## src/rtl/mbf_pkg.sv

```systemverilog
package mbf_pkg;
  // Default bus geometry: 8 shared lines plus 7 dedicated high address lines.
  localparam int DEF_DW   = 8;
  localparam int DEF_HI_W = 7;
  localparam int DEF_SYNC = 2;

  // Synchronised control strobes, kept together so their sampling delays match.
  typedef struct packed {
    logic as_s;
    logic e_s;
    logic rw_s;
    logic cs_s;
  } bus_ctl_t;

  localparam int CTL_W = $bits(bus_ctl_t);
endpackage

```

## src/rtl/mbf_sync.sv

```systemverilog
module mbf_sync #(
  parameter int W      = 4,
  parameter int STAGES = 2
) (
  input  logic         clk,
  input  logic         rst,
  input  logic [W-1:0] d,
  output logic [W-1:0] q
);
  logic [W-1:0] stg [STAGES];

  generate
    for (genvar i = 0; i < STAGES; i++) begin : g_stage
      always_ff @(posedge clk) begin
        if (rst) stg[i] <= '0;
        else if (i == 0) stg[i] <= d;
        else stg[i] <= stg[(i == 0) ? 0 : i-1];
      end
    end
  endgenerate

  assign q = stg[STAGES-1];
endmodule

```

## src/rtl/mbf_addr_latch.sv

```systemverilog
module mbf_addr_latch #(
  parameter int LO_W = 8,
  parameter int HI_W = 7,
  localparam int AW  = LO_W + HI_W
) (
  input  logic            clk,
  input  logic            rst,
  input  logic            as_s,
  input  logic [LO_W-1:0] lo,
  input  logic [HI_W-1:0] hi,
  output logic [AW-1:0]   addr
);
  // Follows the lines while the strobe is high, holds the last value once it falls.
  always_ff @(posedge clk) begin
    if (rst)       addr <= '0;
    else if (as_s) addr <= {hi, lo};
  end

  // with the strobe low, the held address may not move
  a_r2_addr_hold: assert property (@(posedge clk) disable iff (rst)
    !as_s |=> $stable(addr));
endmodule

```

## src/rtl/mbf_cycle_ctrl.sv

```systemverilog
module mbf_cycle_ctrl
  import mbf_pkg::*;
#(
  parameter int DW = 8,
  parameter int AW = 15
) (
  input  logic          clk,
  input  logic          rst,
  input  bus_ctl_t      ctl,
  input  logic [DW-1:0] ad_s,
  input  logic [AW-1:0] addr,
  input  logic [DW-1:0] rd_data,
  output logic          wr_req,
  output logic [AW-1:0] wr_addr,
  output logic [DW-1:0] wr_data,
  output logic          rd_req,
  output logic [AW-1:0] rd_addr,
  output logic [DW-1:0] ad_out,
  output logic          ad_oe
);
  bus_ctl_t ctl_q;
  logic     rd_pend;
  logic     e_rise, e_fall;

  assign e_rise = ctl.e_s & ~ctl_q.e_s;
  assign e_fall = ~ctl.e_s & ctl_q.e_s;

  always_ff @(posedge clk) begin
    if (rst) begin
      ctl_q   <= '0;
      rd_pend <= 1'b0;
      wr_req  <= 1'b0;
      rd_req  <= 1'b0;
      wr_addr <= '0;
      wr_data <= '0;
      rd_addr <= '0;
      ad_out  <= '0;
      ad_oe   <= 1'b0;
    end else begin
      ctl_q   <= ctl;
      rd_pend <= rd_req;
      wr_req  <= 1'b0;
      rd_req  <= 1'b0;
      if (e_fall && ctl.cs_s && !ctl.rw_s) begin
        wr_req  <= 1'b1;
        wr_addr <= addr;
        wr_data <= ad_s;
      end
      if (e_rise && ctl.cs_s && ctl.rw_s) begin
        rd_req  <= 1'b1;
        rd_addr <= addr;
      end
      if (!ctl.e_s || !ctl.cs_s || !ctl.rw_s) begin
        ad_oe <= 1'b0;
      end else if (rd_pend) begin
        ad_oe  <= 1'b1;
        ad_out <= rd_data;
      end
    end
  end

  // write request is a single-clock pulse
  a_r3_wr_single: assert property (@(posedge clk) disable iff (rst)
    wr_req |=> !wr_req);
  // read request is a single-clock pulse
  a_r4_rd_single: assert property (@(posedge clk) disable iff (rst)
    rd_req |=> !rd_req);
  // the shared lines are driven only while E was seen high
  a_r6_oe_in_e: assert property (@(posedge clk) disable iff (rst)
    ad_oe |-> ctl_q.e_s);
  // no request is issued without chip enable
  a_r8_req_needs_cs: assert property (@(posedge clk) disable iff (rst)
    (wr_req || rd_req) |-> ctl_q.cs_s);
  // R3 and R4 are never decoded together
  a_r4_excl: assert property (@(posedge clk) disable iff (rst)
    $onehot0({wr_req, rd_req}));
endmodule

```

## src/rtl/mux_bus_front.sv

```systemverilog
module mux_bus_front
  import mbf_pkg::*;
#(
  parameter int DW     = DEF_DW,
  parameter int HI_W   = DEF_HI_W,
  parameter int STAGES = DEF_SYNC,
  localparam int AW    = DW + HI_W,
  localparam int SW    = CTL_W + DW + HI_W
) (
  input  logic            clk,
  input  logic            rst,
  input  logic            as_i,
  input  logic            e_i,
  input  logic            rw_i,
  input  logic            cs_i,
  input  logic [DW-1:0]   ad_in,
  input  logic [HI_W-1:0] hi_addr,
  output logic [DW-1:0]   ad_out,
  output logic            ad_oe,
  output logic            wr_req,
  output logic [AW-1:0]   wr_addr,
  output logic [DW-1:0]   wr_data,
  output logic            rd_req,
  output logic [AW-1:0]   rd_addr,
  input  logic [DW-1:0]   rd_data
);
  logic [SW-1:0]   sync_q;
  bus_ctl_t        ctl;
  logic [DW-1:0]   ad_s;
  logic [HI_W-1:0] hi_s;
  logic [AW-1:0]   addr;

  // One synchroniser for every bus input keeps their relative timing intact.
  mbf_sync #(.W(SW), .STAGES(STAGES)) u_sync (
    .clk (clk),
    .rst (rst),
    .d   ({as_i, e_i, rw_i, cs_i, ad_in, hi_addr}),
    .q   (sync_q)
  );

  assign ctl  = bus_ctl_t'(sync_q[SW-1 -: CTL_W]);
  assign ad_s = sync_q[HI_W +: DW];
  assign hi_s = sync_q[HI_W-1:0];

  mbf_addr_latch #(.LO_W(DW), .HI_W(HI_W)) u_addr (
    .clk  (clk),
    .rst  (rst),
    .as_s (ctl.as_s),
    .lo   (ad_s),
    .hi   (hi_s),
    .addr (addr)
  );

  mbf_cycle_ctrl #(.DW(DW), .AW(AW)) u_ctrl (
    .clk     (clk),
    .rst     (rst),
    .ctl     (ctl),
    .ad_s    (ad_s),
    .addr    (addr),
    .rd_data (rd_data),
    .wr_req  (wr_req),
    .wr_addr (wr_addr),
    .wr_data (wr_data),
    .rd_req  (rd_req),
    .rd_addr (rd_addr),
    .ad_out  (ad_out),
    .ad_oe   (ad_oe)
  );
endmodule

```

## config.mk

```make
export PLATFORM = sky130hd
export DESIGN_NAME = mux_bus_front
export DESIGN_NICKNAME = d
export VERILOG_FILES = /design/src/rtl/mbf_pkg.sv /design/src/rtl/mbf_sync.sv /design/src/rtl/mbf_addr_latch.sv /design/src/rtl/mbf_cycle_ctrl.sv /design/src/rtl/mux_bus_front.sv
export SDC_FILE = /design/constraint.sdc
export NUM_CORES = 1
export LEC_CHECK = 0
export BUFFER_PORTS_ARGS = -buffer_cell sky130_fd_sc_hd__buf_4
export CAP_MARGIN = 25
export CELL_PAD_IN_SITES_DETAIL_PLACEMENT = 1
export CELL_PAD_IN_SITES_GLOBAL_PLACEMENT = 1
export CORE_MARGIN = 1
export CORE_UTILIZATION = 46
export CTS_BUF_LIST = sky130_fd_sc_hd__clkbuf_16
export CTS_CLUSTER_DIAMETER = 200
export DETAILED_ROUTE_END_ITERATION = 8
export PLACE_DENSITY = 0.81
export SYNTH_ARGS = -nofsm -noshare
export SYNTH_HDL_FRONTEND = slang
export SYNTH_HIERARCHICAL = 1
export SYNTH_SLANG_ARGS = --single-unit
```

## constraint.sdc

```tcl
create_clock -name clk -period 2.07 [get_ports clk]
set_input_delay 0.5175 -clock clk [delete_from_list [all_inputs] [get_ports clk]]
set_output_delay 0.5175 -clock clk [all_outputs]
set_load 0.03 [all_outputs]
```

==> run_results.csv, run 1 <==
group,metric,value,unit
layout,multi_input_comb_area,0.00162,mm²
power,power_density,824,mW/mm²
setup_path,worst-endpoint-arrival,0.88,ns
setup_path,worst-path-max-fanout,2,
logic_synthesis,netlist-cell-type-count,17,
detailed_routing,routed_wire_length,7410,µm
clock_tree,htree_num_levels,3,
setup_path,start_kind,"flip-flop",
setup_path,timing_startpoint_of_the_critical_path,"u_ctrl/rd_addr[5]",
detailed_routing,wl_per_cell,14.6,µm
timing,setup_total_negative_slack,0,ns
global_route,wire_length_of_the_first_global_routing_pass,11800,µm
timing,slew_headroom,60.6,%
clock_tree,tritoncts,"yes",
detailed_routing,routed-via-count,2396,
placed_design,gp_routability_congestion,0.661,
power,leakage,1.97,nW
setup_path,crit_end,"rd_addr[5]",
global_route,largest_net_degree_at_the_start_of_global_routing,72,
timing,report.final.setup_viol,0,
layout,nets,428,
floorplanning,num_rows,33,
placed_design,buffer_ports.inserted,77,
timing,unrepaired_setup_endpoints_after_global_routing,"no",
logic_synthesis,synthesized_area_fraction_occupied_by_ao_oa_aoi_and_oai_cells,0,%
clock_tree,cts.repair.resized,0,
logic_synthesis,synth-seq-cells,104,
logic_synthesis,synth_nets,357,
timing,fin_crit_sh,67.5,%
setup_path,critical_path_cell_list,"buf_4",
setup_path,worstSetupPathType,"reg -> out",
clock_tree,numClockSinks,104,
flow_run,max_cap_violations,0,
clock_tree,cts_max_path_buffers,2,
clock_tree,clk-insertion-delay-late,0.34,ns
setup_path,crit-reg2reg-launch,"u_sync/stg[1][17]",
clock_tree,worst_setup_hold_path_clk_slew,0.07,ns
global_route,grt_pass1_vias,2426,
detailed_routing,firstDrtPassIters,4,
layout,fill_cells,877,
floorplanning,fp.dieW,94.0,µm
layout,seq_area,0.00208,mm²
logic_synthesis,syn-instance-count,328,
layout,diode_count,0,
power,peakVddDrop,0.388,mV
clock_tree,clock-root-buffer,"sky130_fd_sc_hd__clkbuf_16",
placed_design,sum_of_net_half_perimeters_after_detailed_placement,4960,µm
logic_synthesis,synthSimpleGateAreaFrac,26.0,%
detailed_routing,detail_route.drc_violations,0,
timing,upper_clock_frequency_limit,716,MHz
setup_path,end_kind,"output pin",
setup_path,reg2reg_slack,0.70,ns
floorplanning,ioPinCount,78,
setup_path,worst_r2r_path_depth,2,
floorplanning,die_area,0.00884,mm²
outcome,run_status,"completed",
timing,period_needed,1.40,ns
detailed_routing,via_per_inst,4.71,
clock_tree,post_cts_hold_buffer_count,0,
clock_tree,total_clock_buffers_created_by_cts,9,
detailed_routing,initial_drc_count,75,
clock_tree,cts_setup_buffers,0,
logic_synthesis,post_synth_instance_area,0.00390,mm²
global_route,grt_overflow,0,
setup_path,critPathBufInv,1,
timing,timing_max_transition_violations_final,0,
setup_path,data_required_time_of_the_worst_path,1.55,ns
setup_path,worst-path-stages,1,
floorplanning,die_height,94.0,µm
logic_synthesis,yosys.area_share.xor_xnor,0,%
logic_synthesis,post_synth_mux_area_share,15.7,%
placed_design,placedInstanceArea,0.00448,mm²
floorplanning,core_area,0.00822,mm²
timing,clock-skew-final,0.00532,ns
logic_synthesis,ys_warnings,6,
layout,post_route_cells_drive_above_1_share,29.0,%
layout,layout_common_cells,"sky130_fd_sc_hd__dfxtp_1, sky130_fd_sc_hd__buf_4, sky130_fd_sc_hd__nand2b_1",
logic_synthesis,synthesis.area_per_instance,11.9,µm²
floorplanning,effective_utilization_at_floorplan,47.4,%
layout,final_cell_area,0.00478,mm²
setup_path,worstReg2RegEnd,"u_ctrl/wr_data[7]",
timing,tightestPinTransition,0.591,ns
layout,syn_to_final_growth,22.6,%
setup_path,largest_incremental_delay_on_the_critical_path,0.37,ns
global_route,groute.usage.overall,17.8,%
logic_synthesis,synth_top_family_by_area,"simple AND/OR/NAND/NOR gates",
setup_path,path_delay_family,"flip-flops",
hold_path,worstHoldPathType,"in -> reg",
logic_synthesis,seq_area_frac_synth,53.4,%
layout,layout.cells.most_common,"sky130_fd_sc_hd__dfxtp_1",
timing,finalHoldViolations,0,
logic_synthesis,post_synthesis_adder_cell_area_fraction,0,%
detailed_routing,postRouteAntennaNets,0,
global_route,grt_antenna_before_repair,0,
setup_path,critical_path.slowest_cell,"sky130_fd_sc_hd__dfxtp_1",
==> registers in the layout, indices dropped and copies added (netlist names) <==
name	flops
u_addr/addr	15
u_ctrl/ad_oe	1
u_ctrl/ad_out	8
u_ctrl/ctl_q	1
u_ctrl/rd_addr	15
u_ctrl/rd_pend	1
u_ctrl/rd_req	1
u_ctrl/wr_addr	15
u_ctrl/wr_data	8
u_ctrl/wr_req	1
u_sync/stg	38
==> cells by family after synthesis <==
kind of cell           count (synthesis)
AND/OR/NAND/NOR                      141
flip-flops                           104
multiplexers                          61
buffers and inverters                 22
==> stage by stage <==
stage	instances	setup slack, ns	util, %	power (W)	hold slack [ns]
6_report	509	0.673	58.2	0.00394	0.382
3_3_place_gp	493	0.699	54.5	0.00228	0.417
5_1_grt	509	0.625	58.2	0.00408	0.379
4_1_cts	509	0.653	58.2	0.00398	0.372
2_1_floorplan	328	0.888	-	0.00223	0.411
3_5_place_dp	493	0.638	54.5	0.00229	0.420
==> cell type report <==
class | instances | share of cell area, %
Clock inverter | 7 | 1.60
Sequential cell | 104 | 43.6
Multi-Input combinational cell | 202 | 34.0
Tap cell | 105 | 2.75
Timing Repair Buffer | 82 | 13.4
Clock buffer | 9 | 4.71
==> power by group <==
part           total [W]  internal, W  switching [W]
sequential       0.00206      0.00204      0.0000183
combinational   0.000182     0.000112      0.0000704
clock            0.00170     0.000950       0.000746
total            0.00394      0.00310       0.000835
==> routing by layer <==
layer | track usage (%) | share of wire [%] | vias to the layer above
met4 | 9.23 | 2.1 | 0
met5 | 0 | 0 | -
met1 | 22.5 | 47 | 1130
met2 | 27.8 | 46 | 60
met3 | 4.45 | 4.5 | 13
li1 | - | - | 1193
==> worst min path at each step <==
stage / start / to / slack (ns) / cells after the start
finish: as_i / u_sync/stg[0][18] / 0.38 / 2
CTS: as_i / u_sync/stg[0][18] / 0.37 / 2
global route: as_i / u_sync/stg[0][18] / 0.38 / 2
global placement: u_sync/stg[0][18] / u_sync/stg[1][18] / 0.42 / 1
detailed placement: u_sync/stg[0][18] / u_sync/stg[1][18] / 0.42 / 1
floorplan: u_sync/stg[0][16] / u_sync/stg[1][16] / 0.41 / 1
==> synthesized netlist by cell type <==
cell | number | area [µm²]
sky130_fd_sc_hd__buf_2 | 3 | 15.0
sky130_fd_sc_hd__buf_4 | 1 | 7.51
sky130_fd_sc_hd__clkbuf_1 | 9 | 33.8
sky130_fd_sc_hd__nor2b_4 | 20 | 275
sky130_fd_sc_hd__buf_6 | 5 | 56.3
sky130_fd_sc_hd__and4b_1 | 1 | 10.0
sky130_fd_sc_hd__mux2i_1 | 61 | 611
sky130_fd_sc_hd__and2b_1 | 6 | 45.0
sky130_fd_sc_hd__nand4bb_1 | 1 | 11.3
sky130_fd_sc_hd__buf_12 | 4 | 80.1
sky130_fd_sc_hd__nor2b_1 | 14 | 87.6
sky130_fd_sc_hd__nor2_1 | 19 | 71.3
sky130_fd_sc_hd__and4_1 | 1 | 8.76
sky130_fd_sc_hd__nand2b_1 | 77 | 482
sky130_fd_sc_hd__and4bb_1 | 1 | 12.5
sky130_fd_sc_hd__nand4b_1 | 1 | 8.76
sky130_fd_sc_hd__dfxtp_1 | 104 | 2080
Power figures use the tool's default switching activity.
==> run 2, diff against run 1 <==
Settings changed: ABC_AREA set to 1, CORE_UTILIZATION 46 to 35, PLACE_DENSITY 0.81 to 0.72.
Clock period 2.07 ns to 1.2 ns, I/O delays scaled along.
==> run 2 against run 1 <==
Clock power is 56% higher. Synthesized cell count is 55% higher. Clock skew is 0.0070 ns higher. Worst hold slack worse by 0.23 ns. Area after synthesis is 1.3% lower. Sequential power is 74% higher. Cell count is 43% higher. Critical path depth stayed put. Sequential cell count stayed put. Worst setup slack worse by 0.65 ns. Largest cell class unchanged. Utilization is 12 points lower.
==> run_results.csv, run 2 <==
group,metric,value,unit
outcome,run_status,"completed",
hold_path,worstHoldPathType,"in -> reg",
setup_path,start_kind,"flip-flop",
placed_design,placedInstanceArea,0.00458,mm²
logic_synthesis,synth_top_area_cell,"sky130_fd_sc_hd__dfxtp_1",
clock_tree,numClockSinks,104,
layout,final_cell_area,0.00489,mm²
setup_path,critical_path.slowest_cell,"sky130_fd_sc_hd__dfxtp_1",
global_route,grt_pass1_vias,3198,
layout,layout.cells.most_common,"sky130_fd_sc_hd__nor2_1",
setup_path,worstSetupPathType,"reg -> out",
power,power_density,1360,mW/mm²
floorplanning,num_rows,37,
timing,slew_headroom,84.6,%
layout,number_of_flip_flops_in_the_largest_register,38,
logic_synthesis,synthesis.area_per_instance,7.57,µm²
timing,fin_crit_sh,98.4,%
placed_design,gp_routability_congestion,0.697,
clock_tree,htree_num_levels,3,
clock_tree,clk-insertion-delay-late,0.35,ns
layout,multi_input_comb_area,0.00126,mm²
timing,finalHoldViolations,0,
logic_synthesis,synth-edff-count,0,
layout,largest_register,"u_sync/stg",
global_route,wire_length_of_the_first_global_routing_pass,14600,µm
logic_synthesis,synth-seq-cells,104,
floorplanning,fp.dieW,107,µm
setup_path,largest_incremental_delay_on_the_critical_path,0.36,ns
global_route,groute.usage.overall,16.4,%
placed_design,sum_of_net_half_perimeters_after_detailed_placement,5960,µm
floorplanning,die_height,107,µm
detailed_routing,routed_wire_length,8460,µm
detailed_routing,firstDrtPassIters,4,
logic_synthesis,post_synth_instance_area,0.00385,mm²
clock_tree,clock-root-buffer,"sky130_fd_sc_hd__clkbuf_16",
timing,tightestPinTransition,0.228,ns
setup_path,end_kind,"output pin",
logic_synthesis,synth_nets,537,
logic_synthesis,synthTopCellsByArea,"sky130_fd_sc_hd__dfxtp_1, sky130_fd_sc_hd__nor2_1, sky130_fd_sc_hd__inv_1",
timing,timing_max_transition_violations_final,0,
timing,unrepaired_setup_endpoints_after_global_routing,"yes",
clock_tree,total_clock_buffers_created_by_cts,9,
logic_synthesis,synth.top_cell.area_share,54.1,%
timing,clock-skew-final,0.0123,ns
logic_synthesis,netlist-cell-type-count,17,
power,leakage,2.27,nW
detailed_routing,routed-via-count,3127,
timing,report.final.setup_viol,0,
setup_path,path_delay_family,"flip-flops",
floorplanning,core_area,0.0105,mm²
clock_tree,worst_setup_hold_path_clk_slew,0.07,ns
layout,layout_common_cells,"sky130_fd_sc_hd__nor2_1, sky130_fd_sc_hd__dfxtp_1, sky130_fd_sc_hd__inv_1",
logic_synthesis,yosysMostFrequentCell,"sky130_fd_sc_hd__nor2_1",
logic_synthesis,synth_async_sr_flop_share,0,%
layout,nets,615,
logic_synthesis,syn-instance-count,508,
logic_synthesis,ys_warnings,6,
timing,upper_clock_frequency_limit,847,MHz
logic_synthesis,seq_area_frac_synth,54.1,%
detailed_routing,detail_route.drc_violations,0,
layout,post_route_cells_drive_above_1_share,21.0,%
layout,fill_cells,1294,
global_route,grt_antenna_before_repair,0,
setup_path,critPathBufInv,1,
logic_synthesis,post_synth_most_frequent_cells,"sky130_fd_sc_hd__nor2_1, sky130_fd_sc_hd__dfxtp_1, sky130_fd_sc_hd__inv_1, sky130_fd_sc_hd__nand2_1, sky130_fd_sc_hd__nand3_1",
flow_run,max_cap_violations,0,
global_route,largest_net_degree_at_the_start_of_global_routing,48,
detailed_routing,postRouteAntennaNets,0,
timing,setup_total_negative_slack,0,ns
setup_path,worst-endpoint-arrival,0.88,ns
timing,period_needed,1.18,ns
detailed_routing,via_per_inst,4.30,
setup_path,worst-path-max-fanout,2,
detailed_routing,wl_per_cell,11.6,µm
setup_path,critical_path_cell_list,"buf_4",
placed_design,buffer_ports.inserted,77,
layout,diode_count,0,
global_route,grt_overflow,0,
layout,seq_area,0.00209,mm²
floorplanning,die_area,0.0114,mm²
floorplanning,effective_utilization_at_floorplan,36.6,%
power,peakVddDrop,0.601,mV
floorplanning,ioPinCount,78,
clock_tree,cts_max_path_buffers,2,
setup_path,data_required_time_of_the_worst_path,0.90,ns
layout,syn_to_final_growth,27.1,%
clock_tree,tritoncts,"yes",
logic_synthesis,synth_flop_cell,"sky130_fd_sc_hd__dfxtp_1",
detailed_routing,initial_drc_count,80,
-- run 2: changes by cell type in the layout (fill, tap and decap cells not counted), sizes merged, moves of 5 or more --
cell	before	now
and2b	6	0
nand2b	77	0
nand3b	0	8
nand3	0	39
nor2	19	169
nand2	0	79
mux2i	61	0
clkinv	1	6
inv	4	84
nor2b	34	0
buf	82	91
-- run 2: cell type report --
type | instances | area share (%)
flip-flops and latches | 104 | 42.7
multi-input cells | 297 | 25.7
repair buffers | 91 | 16.3
inverters | 83 | 6.37
clock buffers | 9 | 4.60
well taps | 136 | 3.48
clock inverters | 7 | 0.819
-- run 2: logic make-up (layout without fill, tap and decap cells) --
| family | after synthesis | after routing | synth area share [%] |
|---|---|---|---|
| AND/OR/NAND/NOR | 297 | 297 | 32.6 |
| flip-flops | 104 | 104 | 54.1 |
| buffers and inverters | 107 | 190 | 13.3 |
-- run 2: worst paths after layout --
| check | startpoint | to | slack [ns] | cells after the start |
|---|---|---|---|---|
| setup reg to reg | u_sync/stg[1][17] | u_ctrl/wr_data[1] | 0.09 | 5 |
| hold reg to reg | u_sync/stg[0][17] | u_sync/stg[1][17] | 0.40 | 2 |
| hold / removal | ad_in[7] | u_sync/stg[0][14] | 0.15 | 3 |
| setup / recovery | u_ctrl/rd_addr[9] | rd_addr[9] | 0.02 | 1 |
-- run 2: routing by layer --
metal / global-route usage, % / wire [µm] / up-vias
met2: 28.0 / 4030 / 61
li1: - / - / 1637
met1: 19.8 / 3920 / 1417
met4: 8.22 / 169 / 0
met5: 0 / 0 / -
met3: 3.10 / 332 / 12
-- run 2: where the power goes --
group	switching, W	internal, W
clock network	0.00126	0.00139
logic	0.000236	0.000183
registers	0.0000440	0.00354
-- run 2: through the flow --
step | setup slack [ns] | hold WS, ns | power [W] | util (%) | std cells
floorplan | 0.0895 | 0.372 | 0.00392 | - | 508
global placement | 0.0408 | 0.392 | 0.00407 | 43.6 | 710
detailed placement | -0.0104 | 0.396 | 0.00409 | 43.6 | 710
CTS | 0.00137 | 0.142 | 0.00674 | 46.4 | 727
global route | -0.000343 | 0.162 | 0.00694 | 46.5 | 727
finish | 0.0187 | 0.149 | 0.00665 | 46.5 | 727
-- run 2: what timing repair did --
item | CTS | global route
pin swaps | 1 | 0
buffers inserted | 1 | 0
resized for setup | 3 | 9
setup endpoints to repair | 10 | 46
hold buffers | 0 | 0
